File: src/rtl/crd_pkg.sv
package crd_pkg;
  localparam int unsigned NRES = 3;

  typedef enum logic [1:0] {
    LIM_ROB = 2'd0,
    LIM_IQ  = 2'd1,
    LIM_LSQ = 2'd2
  } lim_e;
endpackage

File: src/rtl/crd_slot.sv
module crd_slot #(
  parameter int CW      = 5,
  parameter int IW      = 6,
  parameter int GW      = 3,
  parameter int SW      = 8,
  parameter int RST_VAL = 16
) (
  input  logic                 clk_i,
  input  logic                 rst_ni,
  input  logic                 upd_vld_i,
  input  logic [CW-1:0]        upd_val_i,
  input  logic [IW-1:0]        inflight_i,
  input  logic [GW-1:0]        drained_i,
  output logic signed [SW-1:0] free_o
);
  logic [CW-1:0] cnt_q;
  logic [CW-1:0] cnt_eff;
  logic signed [SW-1:0] held;

  always_ff @(posedge clk_i or negedge rst_ni) begin
    if (!rst_ni)        cnt_q <= CW'(RST_VAL);
    else if (upd_vld_i) cnt_q <= upd_val_i;
  end

  // same-cycle bypass of a fresh report
  assign cnt_eff = upd_vld_i ? upd_val_i : cnt_q;
  assign held    = $signed(SW'(inflight_i)) - $signed(SW'(drained_i));
  assign free_o  = $signed(SW'(cnt_eff)) - held;
endmodule

File: src/rtl/crd_inflight.sv
module crd_inflight #(
  parameter int IW = 6,
  parameter int GW = 3
) (
  input  logic          clk_i,
  input  logic          rst_ni,
  input  logic [GW-1:0] renamed_i,
  input  logic [GW-1:0] drained_i,
  output logic [IW-1:0] inflight_o
);
  localparam logic [IW:0] MAXV = {1'b0, {IW{1'b1}}};

  logic [IW-1:0] cnt_q;
  logic [IW:0]   sum;
  logic [IW:0]   nxt;

  always_comb begin
    sum = {1'b0, cnt_q} + (IW+1)'(renamed_i);
    if ((IW+1)'(drained_i) > sum) nxt = '0;
    else                          nxt = sum - (IW+1)'(drained_i);
    if (nxt > MAXV)               nxt = MAXV;
  end

  always_ff @(posedge clk_i or negedge rst_ni) begin
    if (!rst_ni) cnt_q <= '0;
    else         cnt_q <= nxt[IW-1:0];
  end

  assign inflight_o = cnt_q;
endmodule

File: src/rtl/crd_limit.sv
module crd_limit
  import crd_pkg::*;
#(
  parameter int GW = 3,
  parameter int SW = 8
) (
  input  logic signed [SW-1:0] free_i [NRES],
  input  logic [GW-1:0]        avail_i,
  output logic [GW-1:0]        allow_o,
  output logic                 block_o,
  output lim_e                 lim_o,
  output logic                 evt_o
);
  logic signed [SW-1:0] min_v;

  always_comb begin
    min_v = free_i[0];
    lim_o = LIM_ROB;
    if (free_i[1] < min_v) begin
      min_v = free_i[1];
      lim_o = LIM_IQ;
    end
    if (free_i[2] < min_v) begin
      min_v = free_i[2];
      lim_o = LIM_LSQ;
    end
  end

  always_comb begin
    allow_o = '0;
    block_o = 1'b0;
    evt_o   = 1'b0;
    if (avail_i == '0) begin
      allow_o = '0;
    end else if (min_v <= 0) begin
      block_o = 1'b1;
      evt_o   = 1'b1;
    end else if (min_v < $signed(SW'(avail_i))) begin
      allow_o = GW'(min_v);
      block_o = 1'b1;
      evt_o   = 1'b1;
    end else begin
      allow_o = avail_i;
    end
  end
endmodule

File: src/rtl/crd_evt_ctr.sv
module crd_evt_ctr #(
  parameter int EW = 16
) (
  input  logic          clk_i,
  input  logic          rst_ni,
  input  logic          inc_i,
  output logic [EW-1:0] cnt_o
);
  always_ff @(posedge clk_i or negedge rst_ni) begin
    if (!rst_ni)                       cnt_o <= '0;
    else if (inc_i && (~cnt_o != '0))  cnt_o <= cnt_o + 1'b1;
  end
endmodule

File: src/rtl/crd_tracker.sv
module crd_tracker
  import crd_pkg::*;
#(
  parameter int ROB_SIZE = 16,
  parameter int IQ_SIZE  = 8,
  parameter int LSQ_SIZE = 8,
  parameter int GRP      = 4,
  parameter int EVT_W    = 16,
  localparam int MAXSZ = (ROB_SIZE > IQ_SIZE) ? ((ROB_SIZE > LSQ_SIZE) ? ROB_SIZE : LSQ_SIZE)
                                              : ((IQ_SIZE > LSQ_SIZE) ? IQ_SIZE : LSQ_SIZE),
  localparam int CW = $clog2(MAXSZ + 1),
  localparam int IW = CW + 1,
  localparam int GW = $clog2(GRP + 1),
  localparam int SW = IW + 2
) (
  input  logic             clk_i,
  input  logic             rst_ni,
  input  logic             rob_upd_vld_i,
  input  logic [CW-1:0]    rob_free_i,
  input  logic             rob_empty_i,
  input  logic             iq_upd_vld_i,
  input  logic [CW-1:0]    iq_free_i,
  input  logic             lsq_upd_vld_i,
  input  logic [CW-1:0]    lsq_free_i,
  input  logic [GW-1:0]    disp_cnt_i,
  input  logic [GW-1:0]    disp_lsq_cnt_i,
  input  logic [GW-1:0]    renamed_cnt_i,
  input  logic [GW-1:0]    avail_cnt_i,
  output logic [GW-1:0]    allow_cnt_o,
  output logic             block_o,
  output logic [1:0]       limiter_o,
  output logic             rob_empty_o,
  output logic [EVT_W-1:0] rob_evt_cnt_o,
  output logic [EVT_W-1:0] iq_evt_cnt_o,
  output logic [EVT_W-1:0] lsq_evt_cnt_o
);
  function automatic int slot_size(int k);
    case (k)
      0:       return ROB_SIZE;
      1:       return IQ_SIZE;
      default: return LSQ_SIZE;
    endcase
  endfunction

  logic                 upd_vld [NRES];
  logic [CW-1:0]        upd_val [NRES];
  logic [GW-1:0]        drain   [NRES];
  logic signed [SW-1:0] free_v  [NRES];
  logic [EVT_W-1:0]     evt_cnt [NRES];
  logic [IW-1:0]        inflight;
  lim_e                 lim;
  logic                 evt;

  assign upd_vld[0] = rob_upd_vld_i;
  assign upd_vld[1] = iq_upd_vld_i;
  assign upd_vld[2] = lsq_upd_vld_i;
  assign upd_val[0] = rob_free_i;
  assign upd_val[1] = iq_free_i;
  assign upd_val[2] = lsq_free_i;
  assign drain[0]   = disp_cnt_i;
  assign drain[1]   = disp_cnt_i;
  assign drain[2]   = disp_lsq_cnt_i;

  crd_inflight #(.IW(IW), .GW(GW)) u_infl (
    .clk_i      (clk_i),
    .rst_ni     (rst_ni),
    .renamed_i  (renamed_cnt_i),
    .drained_i  (disp_cnt_i),
    .inflight_o (inflight)
  );

  for (genvar k = 0; k < NRES; k++) begin : g_res
    crd_slot #(.CW(CW), .IW(IW), .GW(GW), .SW(SW), .RST_VAL(slot_size(k))) u_slot (
      .clk_i      (clk_i),
      .rst_ni     (rst_ni),
      .upd_vld_i  (upd_vld[k]),
      .upd_val_i  (upd_val[k]),
      .inflight_i (inflight),
      .drained_i  (drain[k]),
      .free_o     (free_v[k])
    );

    crd_evt_ctr #(.EW(EVT_W)) u_evt (
      .clk_i  (clk_i),
      .rst_ni (rst_ni),
      .inc_i  (evt && (lim == lim_e'(k))),
      .cnt_o  (evt_cnt[k])
    );
  end

  crd_limit #(.GW(GW), .SW(SW)) u_lim (
    .free_i  (free_v),
    .avail_i (avail_cnt_i),
    .allow_o (allow_cnt_o),
    .block_o (block_o),
    .lim_o   (lim),
    .evt_o   (evt)
  );

  always_ff @(posedge clk_i or negedge rst_ni) begin
    if (!rst_ni)            rob_empty_o <= 1'b1;
    else if (rob_upd_vld_i) rob_empty_o <= rob_empty_i;
  end

  assign limiter_o     = lim;
  assign rob_evt_cnt_o = evt_cnt[0];
  assign iq_evt_cnt_o  = evt_cnt[1];
  assign lsq_evt_cnt_o = evt_cnt[2];
endmodule

File: config.mk
export PLATFORM = sky130hd
export DESIGN_NAME = crd_tracker
export DESIGN_NICKNAME = d
export VERILOG_FILES = /design/src/rtl/crd_pkg.sv /design/src/rtl/crd_slot.sv /design/src/rtl/crd_inflight.sv /design/src/rtl/crd_limit.sv /design/src/rtl/crd_evt_ctr.sv /design/src/rtl/crd_tracker.sv
export SDC_FILE = /design/constraint.sdc
export NUM_CORES = 1
export LEC_CHECK = 0
export BUFFER_PORTS_ARGS = -buffer_cell sky130_fd_sc_hd__buf_4
export CAP_MARGIN = 40
export CORE_ASPECT_RATIO = 1.25
export CORE_MARGIN = 2
export CORE_UTILIZATION = 55
export CTS_CLUSTER_DIAMETER = 200
export CTS_CLUSTER_SIZE = 20
export DETAILED_ROUTE_END_ITERATION = 10
export GPL_ROUTABILITY_DRIVEN = 0
export PLACE_DENSITY_LB_ADDON = 0.08
export SLEW_MARGIN = 20
export SYNTH_ARGS = -nofsm -noshare
export SYNTH_HDL_FRONTEND = slang
export SYNTH_SLANG_ARGS = --single-unit
File: constraint.sdc
create_clock -name clk_i -period 14.1 [get_ports clk_i]
set_input_delay 2.82 -clock clk_i [delete_from_list [all_inputs] [get_ports clk_i]]
set_output_delay 2.82 -clock clk_i [all_outputs]
set_load 0.01 [all_outputs]
Yosys cells after proc, flatten, opt, wreduce, memory -nomap -nowiden --
Index checks and enable logic that the tools add are counted.
Cells by class: add/subtract/negate cells 10, multiply operators 0, div/mod/pow operators 0, order comparisons 6, equal/unequal tests 2, shifts and indexed selects 0, multiplexer cells 15, bitwise logic cells 3, reductions and logical operators 11
Operators with widths (number):
- adder 16 x 1 -> 16 bit, second input constant | 3
- NOT 16 bit | 3
- nonzero test 16 bit | 3
- subtractor 6 x 8 -> 8 bit | 3
- < comparator 8 bit | 2
- 2-to-1 mux 8 bit | 2
- 2-to-1 mux 5 bit | 3
- subtractor 6 x 3 -> 7 bit | 2
- 2-to-1 mux 3 bit | 3
- less-or-equal comparator 8 x 1 -> 1 bit, second input constant | 1
- < comparator 8 x 4 -> 1 bit | 1
- adder 6 x 3 -> 7 bit | 1
- > comparator 3 x 7 -> 1 bit | 1
- > comparator 7 x 6 -> 1 bit, second input constant | 1
- 2-to-1 mux 7 bit | 1
- subtractor 7 x 3 -> 7 bit | 1
- logical AND 1 bit | 6
- 2-to-1 mux 6 bit | 1
- 2-to-1 mux 1 bit | 4
- logical NOT 3 bit | 1
- == test 2 x 1 -> 1 bit, second input constant | 1
- == test 2 bit, second input constant | 1
- logical NOT 2 bit | 1
- 2-to-1 mux 2 bit | 1
Word-level totals: register bits after elaboration 70, latch bits 0, bits in writable memories 0, ROM bits 0, logic and storage cells 55, memories kept 0

Longest topological paths before layout --
Gate-level depths: netlist of the first run.
depth in word-level cells 12, mapped depth 40, mapped depth without buffers 39

Cells and area by module --
A second synthesis of the first run with hierarchy kept.
Unflattened totals: cells, all modules 593, area total of the unflattened synthesis 5873.1 um^2
Modules (own cells, without submodules):
- crd_evt_ctr | instances 3, cells each 70, area an instance 817.0 um^2, seq. area each 400.4 um^2
- crd_slot | instances 3, cells each 59, area an instance 574.3 um^2, seq. area each 126.4 um^2
- crd_limit | instances 1, cells each 120, area an instance 899.6 um^2, seq. area each 0.0 um^2
- crd_inflight | instances 1, cells each 81, area an instance 733.2 um^2, seq. area each 150.1 um^2
- crd_tracker | instances 1, cells each 5, area an instance 66.3 um^2, seq. area each 26.3 um^2

Least setup slack after synthesis of the first run --
Ideal clock, no wire load.
path type input to output, start point input disp_cnt_i[0], end point output allow_cnt_o[0], arrival 9.432 ns, data required time 11.280 ns, slack 1.848 ns, stages 35, buffers on the path 2, cells stage by stage ha_1 inv_1 fa_1 xnor2_1 ha_1 nor2b_1 a221oi_1 nor2_1 a221oi_4 o21ai_0 ha_1 clkbuf_1 nand2_1 o21ai_0 a21oi_1 nor2_1 nor2_1 a21oi_1 ha_1 a21o_1 a21o_1 a21o_1 a21o_1 a221oi_1 a221oi_2 buf_4 nor2_1 a21oi_1 ha_1 o21a_1 o22ai_1 a31o_2 a21oi_1 mux2i_1 nor2b_1
On the way: cells in the longest elaborated chain, start to end 10, elaborated cells on any way between the ends 12
RTL lines:
- start, declared | line crd_tracker.sv:25 | input logic [GW-1:0] disp_cnt_i,
- subtractor 6 x 3 -> 7 bit (*) | line crd_slot.sv:27 | assign held = $signed(SW'(inflight_i)) - $signed(SW'(drained_i));
- subtractor 6 x 8 -> 8 bit | line crd_slot.sv:28 | assign free_o = $signed(SW'(cnt_eff)) - held;
- < comparator 8 bit | line crd_limit.sv:19 | if (free_i[1] < min_v) begin
- 2-to-1 mux 8 bit (*) | line crd_limit.sv:19
- < comparator 8 bit | line crd_limit.sv:23 | if (free_i[2] < min_v) begin
- 2-to-1 mux 8 bit (*) | line crd_limit.sv:23
- < comparator 8 x 4 -> 1 bit | line crd_limit.sv:38 | end else if (min_v < $signed(SW'(avail_i))) begin
- 2-to-1 mux 3 bit | line crd_limit.sv:38
- 2-to-1 mux 3 bit (*) | line crd_limit.sv:35 | end else if (min_v <= 0) begin
- 2-to-1 mux 3 bit (*) | line crd_limit.sv:33 | if (avail_i == '0) begin
- end, declared | line crd_tracker.sv:29 | output logic [GW-1:0] allow_cnt_o,
Every way passes the cells marked *; elsewhere a longest branch is shown, timed or not.

Worst setup path in the final report of the first run --
Ends and elaborated chain as after synthesis.

==> results of run 1 <==
-- path summary, 6_finish.rpt --
| check | from | end | slack [ns] | cells after the start |
|---|---|---|---|---|
| worst max register to register | u_infl.inflight_o[0]$_DFF_PN0_ | g_res[2].u_evt.cnt_o[12]$_DFFE_PN0P_ | 5.44 | 37 |
| min in group asynchronous | rst_ni | g_res[2].u_evt.cnt_o[2]$_DFFE_PN0P_ | 2.42 | 1 |
| worst max-delay path | disp_cnt_i[0] | allow_cnt_o[0] | 0.63 | 38 |
| worst min register to register | g_res[1].u_evt.cnt_o[9]$_DFFE_PN0P_ | g_res[1].u_evt.cnt_o[9]$_DFFE_PN0P_ | 0.48 | 1 |
| max in group asynchronous | rst_ni | g_res[1].u_evt.cnt_o[0]$_DFFE_PN0P_ | 11.13 | 2 |
| worst min-delay path | g_res[1].u_evt.cnt_o[9]$_DFFE_PN0P_ | g_res[1].u_evt.cnt_o[9]$_DFFE_PN0P_ | 0.48 | 1 |
-- critical path, delay by kind of cell --
kind,cells,cell delay (ns)
AO/OA/AOI/OAI,16,3.40
XOR/XNOR,1,0.28
adder cells (fa/ha/maj),6,1.77
buffers and inverters,4,0.51
multiplexers,1,0.15
AND/OR/NAND/NOR,10,1.71
-- layout make-up --
cell class                      instances  area (sq um)  area share, %
Multi-Input combinational cell        448          3480           52.7
Sequential cell                        70          1760           26.6
Timing Repair Buffer                   90           688           10.4
Clock buffer                           13           260           3.94
Inverter                               45           169           2.56
Tap cell                              126           158           2.39
Clock inverter                          3          90.1           1.36
-- logic make-up (layout without fill, tap and decap cells) --
group / Yosys count / after routing / synth area share [%]
DFF: 70 / 70 / 32.3
xor gates and xnor gates: 79 / 79 / 13.4
and+or+nand+nor: 188 / 188 / 17.5
adders and majority gates: 50 / 50 / 12.5
buffers and inverters: 54 / 151 / 4.04
muxes: 27 / 27 / 5.38
AOI/OAI and AO/OA: 104 / 104 / 15.0
-- layout by cell type, fill, tap and decap left out, types with 15 or more instances in the layout --
cell     instances
buf_4           89
dfrtp_1         66
xor2_1          51
nand2_1         50
inv_1           44
nor2_1          43
ha_1            43
xnor2_1         25
nand3_1         21
o21ai_0         18
nor3_1          17
a21o_1          16
a21oi_1         16
mux2_2          15
-- through the flow --
stage               instance area [sq um]  utilization (%)  setup WS [ns]  hold WS [ns]
floorplan                            5450                -           1.85         0.453
global placement                     6220             64.7          0.976         0.473
detailed placement                   6240             64.9          0.715         0.473
CTS                                  6590             68.6          0.673         0.489
global route                         6600             68.7         0.0873         0.512
finish                               6600             68.7          0.628         0.484
-- routing by layer --
metal  vias to the layer above  track usage, %  wire length [um]
li1                       2209               -                 -
met1                      2148            28.0              5190
met2                       127            45.1              6560
met3                        40            4.33               504
met4                         0            11.1               411
met5                         -               0                 0
-- registers in the layout, summed over array words and instances (netlist names) --
register,count
g_res.u_evt.cnt_o,48
u_infl.inflight_o,6
rob_empty_o,1
g_res.u_slot.cnt_q,15
-- what timing repair did --
item / CTS / global route
buffers inserted: 0 / 0
resized for setup: 0 / 3
endpoints found under the setup margin: 0 / 4
==> results_dict.tcl, run 1 <==
set metrics [dict create \
    async_reset_ff_share_pct 100 \
    cap_violations 0 \
    numClockSinks 70 \
    period_needed_ns 13.47 \
    tightestPinTransition_ns 0.717 \
    cts_tree "built" \
    relSlewSlack_pct 52.2 \
    fillers 788 \
    core_sq_um 9610 \
    outcome "finished, final reports clean" \
    synth_flop_cell "dfrtp_1" \
    die_area_sq_um 10700 \
    yosys.cell_count.top_type "dfrtp_1" \
    dr.pass1.iters 4 \
    grtUsageTotal_pct 24.7 \
    cts.clk_slew.worst_paths_ns 0.05 \
    end_kind "output port" \
    arrival_ns 10.65 \
    yosysSeqAreaShare_pct 32.3 \
    drcViolationCount 0 \
    max_freq_mhz 74.2 \
    drtIter0Drc 130 \
    hold_violations 0 \
    synth_edf_count 0 \
    antenna_left 0 \
    fin_crit_sh_pct 95.5 \
    ys_types 75 \
    synthTopCellsByCount "66 x dfrtp_1, 51 x xor2_1, 50 x nand2_1" \
    cp_slowest_stage_delay_ns 0.45 \
    syn_avg_cell_area_sq_um 9.52 \
    antenna_found_initial 0 \
    grt_overflow 0 \
    clockBufferDepth 2 \
    initial_core_util_pct 56.7 \
    viasPerCell 5.69 \
    fin_cells 795 \
    antenna_cells 0 \
    place_inst 779 \
    die_w_um 93.0 \
    dpl.hpwl_um 9820 \
    yosys_warnings 0 \
    synth_area_sq_um 5450 \
    clock_skew_ns 0.00786 \
    wire_per_inst_um 15.9 \
    rows 40 \
    rsz0062_at_grt "false" \
    hold_buffers 0 \
    clk_latency_ns 0.34 \
    worstPathMaxFanout 12 \
    synth_top_area_share_pct 30.3 \
    io_buffers 87 \
    grt_first_pass_wirelength_um 21000 \
    ys_ff_latch 70 \
    syn-num-nets 655 \
    die_h_um 115 \
    clockRootBuffer "clkbuf_16" \
    finalSetupTns_ns 0 \
    netlist_instances 572 \
    critical_path_class "primary input to output port" \
    cp_slowest_cell "a221oi_1" \
    yosysTopAreaCell "dfrtp_1" \
    areaGrowthSynthToFinish_pct 21.2 \
    grt_pass1_vias 4568 \
    hp-class "register to register" \
    setup_viol_count_final 0 \
    fin_nets 747 \
    io_pins 88 \
    crit_required_ns 11.28 \
    synth.area.top_cells "dfrtp_1 30%, ha_1 9.9%, xor2_1 8.2%" \
    cts_buffers 9 \
    routed_wirelength_um 12700 \
    grt_max_degree 41 \
    cp-start-kind "primary input" \
    vias 4524 \
    h-tree-depth 3 \
    drive_gt1_share_pct 21.8 \
    finalMaxSlewViolations 0 \
]
Power of run 1 is not shown: default switching activity piles up to over one toggle a cycle in this logic, so the estimate is an artifact.
==> run 2: changes to the inputs <==
--- a/config.mk
+++ b/config.mk
@@ -9,9 +9,8 @@
 export CAP_MARGIN = 40
 export CORE_ASPECT_RATIO = 1.25
 export CORE_MARGIN = 2
-export CORE_UTILIZATION = 55
+export CORE_UTILIZATION = 58
 export CTS_CLUSTER_DIAMETER = 200
-export CTS_CLUSTER_SIZE = 20
 export DETAILED_ROUTE_END_ITERATION = 10
 export GPL_ROUTABILITY_DRIVEN = 0
 export PLACE_DENSITY_LB_ADDON = 0.08
==> results_dict.tcl, run 2 (synthesis results as in run 1) <==
set metrics [dict create \
    fin_crit_sh_pct 94.8 \
    critical_path_class "primary input to output port" \
    finalSetupTns_ns 0 \
    drive_gt1_share_pct 22.2 \
    place_inst 776 \
    routed_wirelength_um 12400 \
    final_cell_mix "90 x buf_4, 66 x dfrtp_1, 51 x xor2_1" \
    clockBufferDepth 2 \
    io_pins 88 \
    antenna_left 0 \
    regMostFlops "g_res.u_evt.cnt_o" \
    cts_tree "built" \
    finalMaxSlewViolations 0 \
    tightestPinTransition_ns 0.711 \
    setup_viol_count_final 0 \
    rows 39 \
    outcome "finished, final reports clean" \
    cp_slowest_cell "a221oi_1" \
    worstPathMaxFanout 9 \
    die_area_sq_um 10200 \
    areaGrowthSynthToFinish_pct 20.7 \
    clock_skew_ns 0.00449 \
    largest_reg_flops 48 \
    cts_setup_buffers 0 \
    arrival_ns 10.55 \
    clockRootBuffer "clkbuf_16" \
    drtIter0Drc 254 \
    antenna_found_initial 0 \
    die_h_um 112 \
    grt_first_pass_wirelength_um 21500 \
    grt_max_degree 44 \
    core_sq_um 9130 \
    period_needed_ns 13.37 \
    cts_resized 0 \
    cts_buffers 9 \
    crit_required_ns 11.28 \
    grtUsageTotal_pct 26.0 \
    die_w_um 90.7 \
    hold_violations 0 \
    io_buffers 87 \
    cts.clk_slew.worst_paths_ns 0.06 \
    initial_core_util_pct 59.7 \
    hold_buffers 0 \
    fin_nets 748 \
    numClockSinks 70 \
    dpl.hpwl_um 9780 \
    reg2reg_slack_ns 5.37 \
    wire_per_inst_um 15.6 \
    grt_pass1_vias 4618 \
    dr.pass1.iters 5 \
    relSlewSlack_pct 52.6 \
    grt_overflow 0 \
    antenna_cells 0 \
    hp-class "register to register" \
    cp-start-kind "primary input" \
    vias 4554 \
    clk_latency_ns 0.35 \
    final_common_cell "buf_4" \
    cap_violations 0 \
    h-tree-depth 3 \
    rsz0062_at_grt "false" \
    cp_slowest_stage_delay_ns 0.46 \
    viasPerCell 5.74 \
    max_freq_mhz 74.8 \
    drcViolationCount 0 \
    fin_cells 793 \
    end_kind "output port" \
]
## run 2: final timing paths
path                                                startpoint                              endpoint  depth (start not counted)
min reg2reg                g_res[0].u_evt.cnt_o[8]$_DFFE_PN0P_   g_res[0].u_evt.cnt_o[8]$_DFFE_PN0P_                          1
max                                              disp_cnt_i[0]                        allow_cnt_o[0]                         38
min                        g_res[0].u_evt.cnt_o[8]$_DFFE_PN0P_   g_res[0].u_evt.cnt_o[8]$_DFFE_PN0P_                          1
min in group asynchronous                               rst_ni   g_res[0].u_evt.cnt_o[3]$_DFFE_PN0P_                          1
max reg2reg                     u_infl.inflight_o[0]$_DFF_PN0_  g_res[2].u_evt.cnt_o[12]$_DFFE_PN0P_                         38
max in group asynchronous                               rst_ni    g_res[1].u_slot.cnt_q[3]$_DFF_PN1_                          2
## run 2: area by class of cell
class,count,area (sq um)
multi-input combinational,448,3470
inverter,45,169
clock inverter,7,97.6
tap,123,154
clock buffer,9,225
timing repair buffer,91,696
fill,712,2550
sequential,70,1760
## run 2: through the flow
| stage | instance area [sq um] | worst slack (ns) | hold WS (ns) | util [%] |
|---|---|---|---|---|
| floorplan | 5450 | 1.85 | 0.453 | - |
| global placement | 6220 | 0.753 | 0.474 | 68.1 |
| detailed placement | 6240 | 0.343 | 0.483 | 68.3 |
| CTS | 6560 | 0.300 | 0.491 | 71.9 |
| global route | 6570 | 0.0643 | 0.509 | 72.0 |
| finish | 6570 | 0.729 | 0.484 | 72.0 |
## run 2: worst max-delay path, delay by kind of cell
family / cells / cell delay, ns
and+or+nand+nor: 10 / 1.62
AOI/OAI and AO/OA: 16 / 3.43
adders and majority gates: 6 / 1.75
xor gates and xnor gates: 1 / 0.27
buffers and inverters: 4 / 0.48
muxes: 1 / 0.14
## run 2: routing by layer
| metal | part of all wire, % | track usage [%] | up-vias |
|---|---|---|---|
| met5 | 0 | 0 | - |
| met4 | 3.8 | 13.8 | 0 |
| met3 | 4.9 | 4.83 | 38 |
| met2 | 51 | 45.8 | 133 |
| met1 | 40 | 30.0 | 2176 |
| li1 | - | - | 2207 |
Power of run 2 is left out for the same reason.
